===== src/rtl/evq_pkg.sv =====
package evq_pkg;

  typedef struct packed {
    logic        gen;
    logic [30:0] num;
  } evq_entry_t;

  // Reorder bytes so the most significant byte lands at the lowest address.
  function automatic logic [31:0] to_big_endian(input logic [31:0] w);
    return {w[7:0], w[15:8], w[23:16], w[31:24]};
  endfunction

endpackage


===== src/rtl/evq_cfg.sv =====
module evq_cfg #(
  parameter int ADDR_W   = 30,
  parameter int SIZE_W   = 4,
  parameter int MAX_LOG2 = 10,
  localparam int IDX_W   = MAX_LOG2
) (
  input  logic              clk,
  input  logic              rst,
  input  logic              cfg_we,
  input  logic [ADDR_W-1:0] cfg_base,
  input  logic [SIZE_W-1:0] cfg_size,
  output logic [ADDR_W-1:0] base_q,
  output logic [IDX_W-1:0]  mask_q
);

  localparam logic [SIZE_W-1:0] SIZE_MAX = SIZE_W'(MAX_LOG2);

  function automatic logic [IDX_W-1:0] mask_of(input logic [SIZE_W-1:0] l2);
    logic [IDX_W:0] span;
    span = (IDX_W+1)'(1) << l2;
    return IDX_W'(span - 1'b1);
  endfunction

  logic [SIZE_W-1:0] size_eff;

  // Clamp an oversized request to the largest supported queue
  always_comb begin
    size_eff = (cfg_size > SIZE_MAX) ? SIZE_MAX : cfg_size;
  end

  always_ff @(posedge clk) begin
    if (rst) begin
      base_q <= '0;
      mask_q <= mask_of(SIZE_MAX);
    end else if (cfg_we) begin
      base_q <= cfg_base;
      mask_q <= mask_of(size_eff);
    end
  end

endmodule


===== src/rtl/evq_index.sv =====
module evq_index #(
  parameter int MAX_LOG2 = 10,
  localparam int IDX_W   = MAX_LOG2
) (
  input  logic             clk,
  input  logic             rst,
  input  logic             clear,
  input  logic             advance,
  input  logic [IDX_W-1:0] mask,
  output logic [IDX_W-1:0] idx_q,
  output logic             gen_q
);

  logic [IDX_W-1:0] idx_nxt;

  always_comb begin
    idx_nxt = (idx_q + 1'b1) & mask;
  end

  always_ff @(posedge clk) begin
    if (rst || clear) begin
      idx_q <= '0;
      gen_q <= 1'b1;
    end else if (advance) begin
      idx_q <= idx_nxt;
      if (idx_nxt == '0) gen_q <= ~gen_q;
    end
  end

  AST_IDX_IN_MASK: assert property (@(posedge clk) disable iff (rst)
    (idx_q & ~mask) == '0);

  AST_GEN_FLIPS_ON_WRAP: assert property (@(posedge clk) disable iff (rst)
    (advance && !clear && idx_q == mask) |=> (idx_q == '0 && gen_q != $past(gen_q)));

endmodule


===== src/rtl/evq_flow.sv =====
module evq_flow #(
  parameter int HOLD_CYCLES = 2,
  localparam int CNT_W      = (HOLD_CYCLES > 1) ? $clog2(HOLD_CYCLES) : 1
) (
  input  logic        clk,
  input  logic        rst,
  input  logic        clear,
  input  logic        ev_valid,
  input  logic [30:0] ev_num,
  output logic        ev_ready,
  output logic        load,
  output logic [30:0] load_num,
  output logic        busy_q
);

  localparam logic [CNT_W-1:0] LAST_CNT = CNT_W'(HOLD_CYCLES - 1);

  logic [CNT_W-1:0] cnt_q;
  logic             skid_full_q;
  logic [30:0]      skid_num_q;
  logic             free;
  logic             take;

  always_comb begin
    free     = !busy_q || (cnt_q == LAST_CNT);
    take     = ev_valid && !skid_full_q && (ev_num != '0) && !clear;
    load     = !clear && free && (skid_full_q || take);
    load_num = skid_full_q ? skid_num_q : ev_num;
    ev_ready = !skid_full_q;
  end

  always_ff @(posedge clk) begin
    if (rst || clear) begin
      busy_q      <= 1'b0;
      cnt_q       <= '0;
      skid_full_q <= 1'b0;
    end else begin
      if (load) begin
        busy_q <= 1'b1;
        cnt_q  <= '0;
      end else if (free) begin
        busy_q <= 1'b0;
      end else begin
        cnt_q <= cnt_q + 1'b1;
      end
      if (free) begin
        skid_full_q <= 1'b0;
      end else if (take) begin
        skid_full_q <= 1'b1;
      end
    end
  end

  always_ff @(posedge clk) begin
    if (!free && take) skid_num_q <= ev_num;
  end

  AST_SKID_HELD: assert property (@(posedge clk) disable iff (rst)
    (skid_full_q && !free && !clear) |=> skid_full_q);

  AST_ZERO_DROPPED: assert property (@(posedge clk) disable iff (rst)
    (ev_valid && ev_num == '0 && !busy_q && !skid_full_q && !clear) |=> !busy_q);

endmodule


===== src/rtl/evq_writer.sv =====
module evq_writer #(
  parameter int ADDR_W      = 30,
  parameter int SIZE_W      = 4,
  parameter int MAX_LOG2    = 10,
  parameter int HOLD_CYCLES = 2
) (
  input  logic              clk,
  input  logic              rst,
  input  logic              cfg_we,
  input  logic [ADDR_W-1:0] cfg_base,
  input  logic [SIZE_W-1:0] cfg_size,
  input  logic              ev_valid,
  input  logic [30:0]       ev_num,
  output logic              ev_ready,
  output logic              mem_we,
  output logic [ADDR_W-1:0] mem_addr,
  output logic [31:0]       mem_wdata
);
  import evq_pkg::*;

  localparam int IDX_W = MAX_LOG2;

  logic [ADDR_W-1:0] base_q;
  logic [IDX_W-1:0]  mask_q;
  logic [IDX_W-1:0]  idx_q;
  logic              gen_q;
  logic              load;
  logic [30:0]       load_num;
  logic              busy_q;
  evq_entry_t        entry;

  evq_cfg #(.ADDR_W(ADDR_W), .SIZE_W(SIZE_W), .MAX_LOG2(MAX_LOG2)) u_cfg (
    .clk(clk), .rst(rst), .cfg_we(cfg_we), .cfg_base(cfg_base),
    .cfg_size(cfg_size), .base_q(base_q), .mask_q(mask_q)
  );

  evq_index #(.MAX_LOG2(MAX_LOG2)) u_index (
    .clk(clk), .rst(rst), .clear(cfg_we), .advance(load),
    .mask(mask_q), .idx_q(idx_q), .gen_q(gen_q)
  );

  evq_flow #(.HOLD_CYCLES(HOLD_CYCLES)) u_flow (
    .clk(clk), .rst(rst), .clear(cfg_we), .ev_valid(ev_valid),
    .ev_num(ev_num), .ev_ready(ev_ready), .load(load),
    .load_num(load_num), .busy_q(busy_q)
  );

  always_comb begin
    entry.gen = gen_q;
    entry.num = load_num;
  end

  always_ff @(posedge clk) begin
    if (rst) begin
      mem_addr  <= '0;
      mem_wdata <= '0;
    end else if (load) begin
      mem_addr  <= base_q + ADDR_W'(idx_q);
      mem_wdata <= to_big_endian(entry);
    end
  end

  assign mem_we = busy_q;

  AST_HOLD_STABLE: assert property (@(posedge clk) disable iff (rst)
    (mem_we && $past(mem_we) && !$past(load) && !$past(cfg_we))
      |-> ($stable(mem_addr) && $stable(mem_wdata)));

  AST_CFG_CLEARS: assert property (@(posedge clk) disable iff (rst)
    cfg_we |=> (!mem_we && ev_ready));

endmodule


===== config.mk =====
export PLATFORM = sky130hd
export DESIGN_NAME = evq_writer
export DESIGN_NICKNAME = d
export VERILOG_FILES = /design/src/rtl/evq_pkg.sv /design/src/rtl/evq_cfg.sv /design/src/rtl/evq_index.sv /design/src/rtl/evq_flow.sv /design/src/rtl/evq_writer.sv
export SDC_FILE = /design/constraint.sdc
export NUM_CORES = 1
export LEC_CHECK = 0
export BUFFER_PORTS_ARGS = -buffer_cell sky130_fd_sc_hd__buf_2
export CAP_MARGIN = 10
export CORE_UTILIZATION = 59
export CTS_CLUSTER_DIAMETER = 100
export DETAILED_ROUTE_END_ITERATION = 12
export PLACE_DENSITY = 0.95
export RECOVER_POWER = 50
export SLEW_MARGIN = 20
export SYNTH_ARGS = -nofsm -noshare
export SYNTH_HDL_FRONTEND = slang
export SYNTH_SLANG_ARGS = --single-unit

===== constraint.sdc =====
create_clock -name clk -period 10 [get_ports clk]
set_clock_uncertainty 0.1 [all_clocks]
set_input_delay 1 -clock clk [delete_from_list [all_inputs] [get_ports clk]]
set_output_delay 1 -clock clk [all_outputs]
set_load 0.005 [all_outputs]

# Yosys cells after proc, flatten, opt, wreduce, memory -nomap -nowiden
# Cells that the tools add are included.
[op_classes]
reduce_logical = 19
div_mod_pow = 0
n_shift = 1
order_cmp = 1
bitwise_logic = 2
muxes = 4
n_eq_ne = 0
mul = 0
add_sub_neg = 4
[ops]
columns = ["cell", "count"]
rows = [
  ["two-way mux 31 bit", 1],
  ["nonzero test 31 bit", 1],
  ["adder 30 x 10 -> 30 bit", 1],
  ["adder 10 x 1 -> 10 bit (second input constant)", 1],
  ["bitwise AND 10 bit", 1],
  ["zero test 10 bit", 1],
  ["left shift 1 x 4 -> 10 bit (first input constant)", 1],
  ["subtractor 10 x 1 -> 10 bit (second input constant)", 1],
  ["logical AND 1 bit", 6],
  ["> comparator 4 bit (second input constant)", 1],
  ["zero test 1 bit", 4],
  ["two-way mux 4 bit", 1],
  ["OR reduction 2 bit", 2],
  ["logical OR 1 bit", 3],
  ["two-way mux 1 bit", 2],
  ["AND reduction 2 bit", 1],
  ["nonzero test 2 bit", 1],
  ["adder 1 bit (second input constant)", 1],
  ["NOT 1 bit", 1],
]
[totals]
in_bits = 69
latchBits = 0
elab_cells = 41
n_memories = 0
ramBits = 0
ff_bits = 147
mem_bits_ro = 0

# Longest topological paths before layout
[depth]
depth_word = 7
ltp_mapped = 9
depth_no_buf = 9

# Cells and area by module
# Synthesis repeated with hierarchy kept, for this count alone.
[hier_totals]
cells_unflattened = 678
hier_area_um2 = 6797.8
[by_module_without_submodules]
columns = ["module", "seq_area_each_um2", "n_inst", "area_each_um2", "cells_per_inst"]
rows = [
  ["evq_writer", 1241.2, 1, 2975.4, 330],
  ["evq_cfg", 800.8, 1, 1561.5, 158],
  ["evq_flow", 991.0, 1, 1526.5, 93],
  ["evq_index", 220.2, 1, 734.5, 97],
]

# Worst setup path before layout
# Ideal clock, no wire load.
[synth_timing]
path_kind = "input -> register"
start = "in cfg_we"
end = "reg u_flow.skid_num_q[0] (enable)"
path_stages = 4
t_arrival_ns = 3.601
path_slack_ns = 5.841
t_required_ns = 9.442
setup_time_ns = 0.458
path_cell_list = "clkbuf_1 -> inv_1 -> o211ai_1 -> nor3_1"
[synth_via]
elab_chain_cells = 3
[synth_rtl]
columns = ["item", "line", "text"]
rows = [
  ["from (decl)", "evq_writer.sv:9", "input logic cfg_we,"],
  ["zero test 1 bit", "evq_flow.sv:26", "take = ev_valid && !skid_full_q && (ev_num != '0) && !clear;"],
  ["logical AND 1 bit", "evq_flow.sv:26", ""],
  ["logical AND 1 bit", "evq_flow.sv:55", "if (!free && take) skid_num_q <= ev_num;"],
  ["to (signal assigned)", "evq_flow.sv:55", ""],
  ["to (decl)", "evq_flow.sv:20", "logic [30:0] skid_num_q;"],
]
# Every way passes these cells.
# A chain may end at the register's enable or synchronous reset.

# Final worst setup path
[layout_timing]
start = "in rst"
end = "reg u_index.idx_q[8]"
[layout_via]
elab_chain_cells = 1
[layout_rtl]
columns = ["item", "line", "text"]
rows = [
  ["from (decl)", "evq_writer.sv:8", "input logic rst,"],
  ["logical OR 1 bit", "evq_index.sv:21", "if (rst || clear) begin"],
  ["to (signal assigned)", "evq_index.sv:25", "idx_q <= idx_nxt;"],
  ["to (decl)", "evq_index.sv:10", "output logic [IDX_W-1:0] idx_q,"],
]
# Every way passes these cells.

==> impl_metrics.json <==
{
  "status": "finished, violations left",
  "violations": "design-rule violations, max-capacitance violations, max-slew violations",
  "drtPass1Iterations": 9,
  "setup_viol": 0,
  "grt_first_pass_wirelength_mm": 25.72,
  "fmax_mhz": 201.7,
  "power.leakage_uw": 0.002908,
  "synth_area_um2": 6544,
  "areaGrowthSynthToFinish_pct": 18.85,
  "cp_cell_sequence": "buf_2 > clkbuf_1 > or2_2 > a21o_1 > nor2_1 > a22o_1",
  "design_area_um2": 7777,
  "cpPeakStageDelay_ps": 3110,
  "worstSetupPathType": "in2reg",
  "placed_cells": 888,
  "synth_cells": 652,
  "grt_max_degree": 104,
  "tightestPinTransition_ps": 4453,
  "antenna_found_initial": 2,
  "drt_iter0_markers": 579,
  "maxCapViolCount": 1,
  "ys.flop_type": "dfxtp_1",
  "slew_headroom": -1.969,
  "critPathLaunchType": "primary input",
  "hold_viol_final": 0,
  "rrSetupSlack_ps": 6900,
  "wirelength_mm": 16.36,
  "ys_async_sr_fraction": 0,
  "final_common_cell": "dfxtp_1",
  "cts_num_sinks": 147,
  "cts_resized": 0,
  "ys_warn_count": 0,
  "worstPathMaxFanout": 103,
  "num_vias": 5551,
  "cts_hold_buf": 0,
  "die_area_um2": 11520,
  "synth_edf_count": 31,
  "clock_path_buffers": 2,
  "synth_top_area_frac": 0.3549,
  "cts.clk_slew.worst_paths_ps": 60,
  "cp_data_required_time_ps": 10330,
  "grt_util_all_layers": 0.2917,
  "synth.distinct_cells": 54,
  "ys_top_cells_by_area": "dfxtp_1 35%, edfxtp_1 14%, mux2i_1 11%",
  "yosysSeqAreaShare": 0.4971,
  "postRouteAntennaNets": 0,
  "drc_errors": 2,
  "hpwlAfterDp_mm": 10.70,
  "grt_overflow_total": 0,
  "post_cts_buffers": 0,
  "ir_drop_uv": 114.6,
  "synth_nets": 734,
  "avgSynthCellArea_um2": 10.04,
  "dpl-instance-area_um2": 7269,
  "synth_area_leader_cell": "dfxtp_1",
  "ys_ff_latch": 147,
  "clk_latency_ps": 540,
  "register_area_um2": 3254,
  "cts-root-buf": "clkbuf_8",
  "drive_gt1_frac": 0.1615,
  "gp_congestion": 0.8478,
  "fin_crit_ps": 4958,
  "fin_crit_sh": 0.4958,
  "p_per_area_nw_per_um2": 177.5,
  "final_cell_mix": "115 x dfxtp_1, 110 x nor2_1, 75 x buf_2, 69 x mux2i_1, 58 x clkbuf_1",
  "layout.cells.non_filler": 921,
  "start_util": 0.6036,
  "cts-buffers-inserted": 17,
  "cts_tree": "done",
  "arrival_ps": 5290,
  "finalNetCount": 849,
  "io_buffers": 132,
  "ios": 133,
  "row_count": 38,
  "wl_per_cell_um": 17.76,
  "drv_slew": 104,
  "h-tree-depth": 4,
  "vias_per_cell": 6.027,
  "rsz0062_at_grt": "false",
  "slowest_stage": "clkbuf_1",
  "multi_input_area_um2": 3085,
  "die_h_um": 107.3,
  "grt_pass1_vias": 5228,
  "nFillCells": 781,
  "finalSetupTns_ps": 0,
  "die_w_um": 107.3,
  "hold_class": "reg2reg",
  "core-area_um2": 10840,
  "crit_path_end_kind": "flop"
}
==> cell usage after synthesis, drive strengths merged (4+ instances only) <==
cell and instances:
o211ai 4, nor3 5, a211oi 53, dfxtp 116
o21ai 14, a21oi 31, nor4 12, xnor2 18
mux2i 69, inv 15, a21o 5, nand3b 4
buf 19, ha 12, edfxtp 31, xor2 11
o2111ai 8, clkbuf 22, nand4 7, a22o 6
nand3 17, nand2 15, o21a 4, or2 4
nor2 111, nand2b 8
==> cells by family (layout without fill, tap and decap cells) <==
| logic type | count (synthesis) | after routing | share of synthesized area |
|---|---|---|---|
| compound gates | 141 | 141 | 0.1539 |
| fa+ha+maj | 13 | 13 | 0.02600 |
| buf+inv | 56 | 184 | 0.03384 |
| mux | 69 | 69 | 0.1055 |
| xor+xnor | 29 | 29 | 0.03881 |
| other cells | 0 | 1 | 0 |
| flops | 147 | 147 | 0.4971 |
| simple gates | 197 | 197 | 0.1447 |
==> critical path: cells and delay by family <==
kind | cells | cell delay [ps]
AOI/OAI and AO/OA | 2 | 360
buffers and inverters | 2 | 3180
and+or+nand+nor | 2 | 720
==> path summary, 6_finish.rpt <==
path	startpoint	endpoint	cells past startpoint
worst min-delay path	u_flow.cnt_q	u_flow.cnt_q	1
worst max register to register	u_index.idx_q[0]	mem_addr[20]	9
worst min register to register	u_flow.cnt_q	u_flow.cnt_q	1
worst max-delay path	rst	u_index.idx_q[8]	6
==> flip-flops by register name (all words and copies together), names as in the netlist <==
signal              count
mem_wdata              32
u_flow.skid_num_q      31
u_flow.busy_q           1
mem_addr               30
u_flow.skid_full_q      1
u_index.gen_q           1
u_flow.cnt_q            1
u_cfg.mask_q           10
u_index.idx_q          10
u_cfg.base_q           30
==> power breakdown <==
group	internal, uW	total, uW	switching [uW]
Clock	378	623	245
Sequential	629	647	18.0
Combinational	46.4	111	64.4
Total	1050	1380	327
==> layer usage <==
metal  global-route usage  share of wire  routed length [um]
met5                    0        0.00079                  13
met4               0.1194          0.028                 450
met3              0.08051          0.071                1156
met2               0.4747           0.48                7831
met1               0.3658           0.42                6908
==> cell type report <==
class                           instances  share of cell area
Sequential cell                       147              0.4184
Multi-Input combinational cell        449              0.3967
Timing Repair Buffer                  137             0.08012
Clock buffer                           18             0.05373
Tap cell                              140             0.02252
Clock inverter                         14             0.02091
Inverter                               15            0.007239
Antenna cell                            1           0.0003218
==> per-stage QoR <==
stage | setup slack, ps | total power, uW | hold WS [ps] | util
3_5_place_dp | 6547 | 768.2 | 332.3 | 0.6706
2_1_floorplan | 5841 | 720.6 | 319.1 | -
6_report | 5042 | 1381 | 343.0 | 0.7175
5_1_grt | 4686 | 1427 | 387.3 | 0.7172
3_3_place_gp | 6684 | 761.6 | 329.3 | 0.6706
4_1_cts | 6847 | 1384 | 346.0 | 0.7241
(Power assumes the default switching activity.)
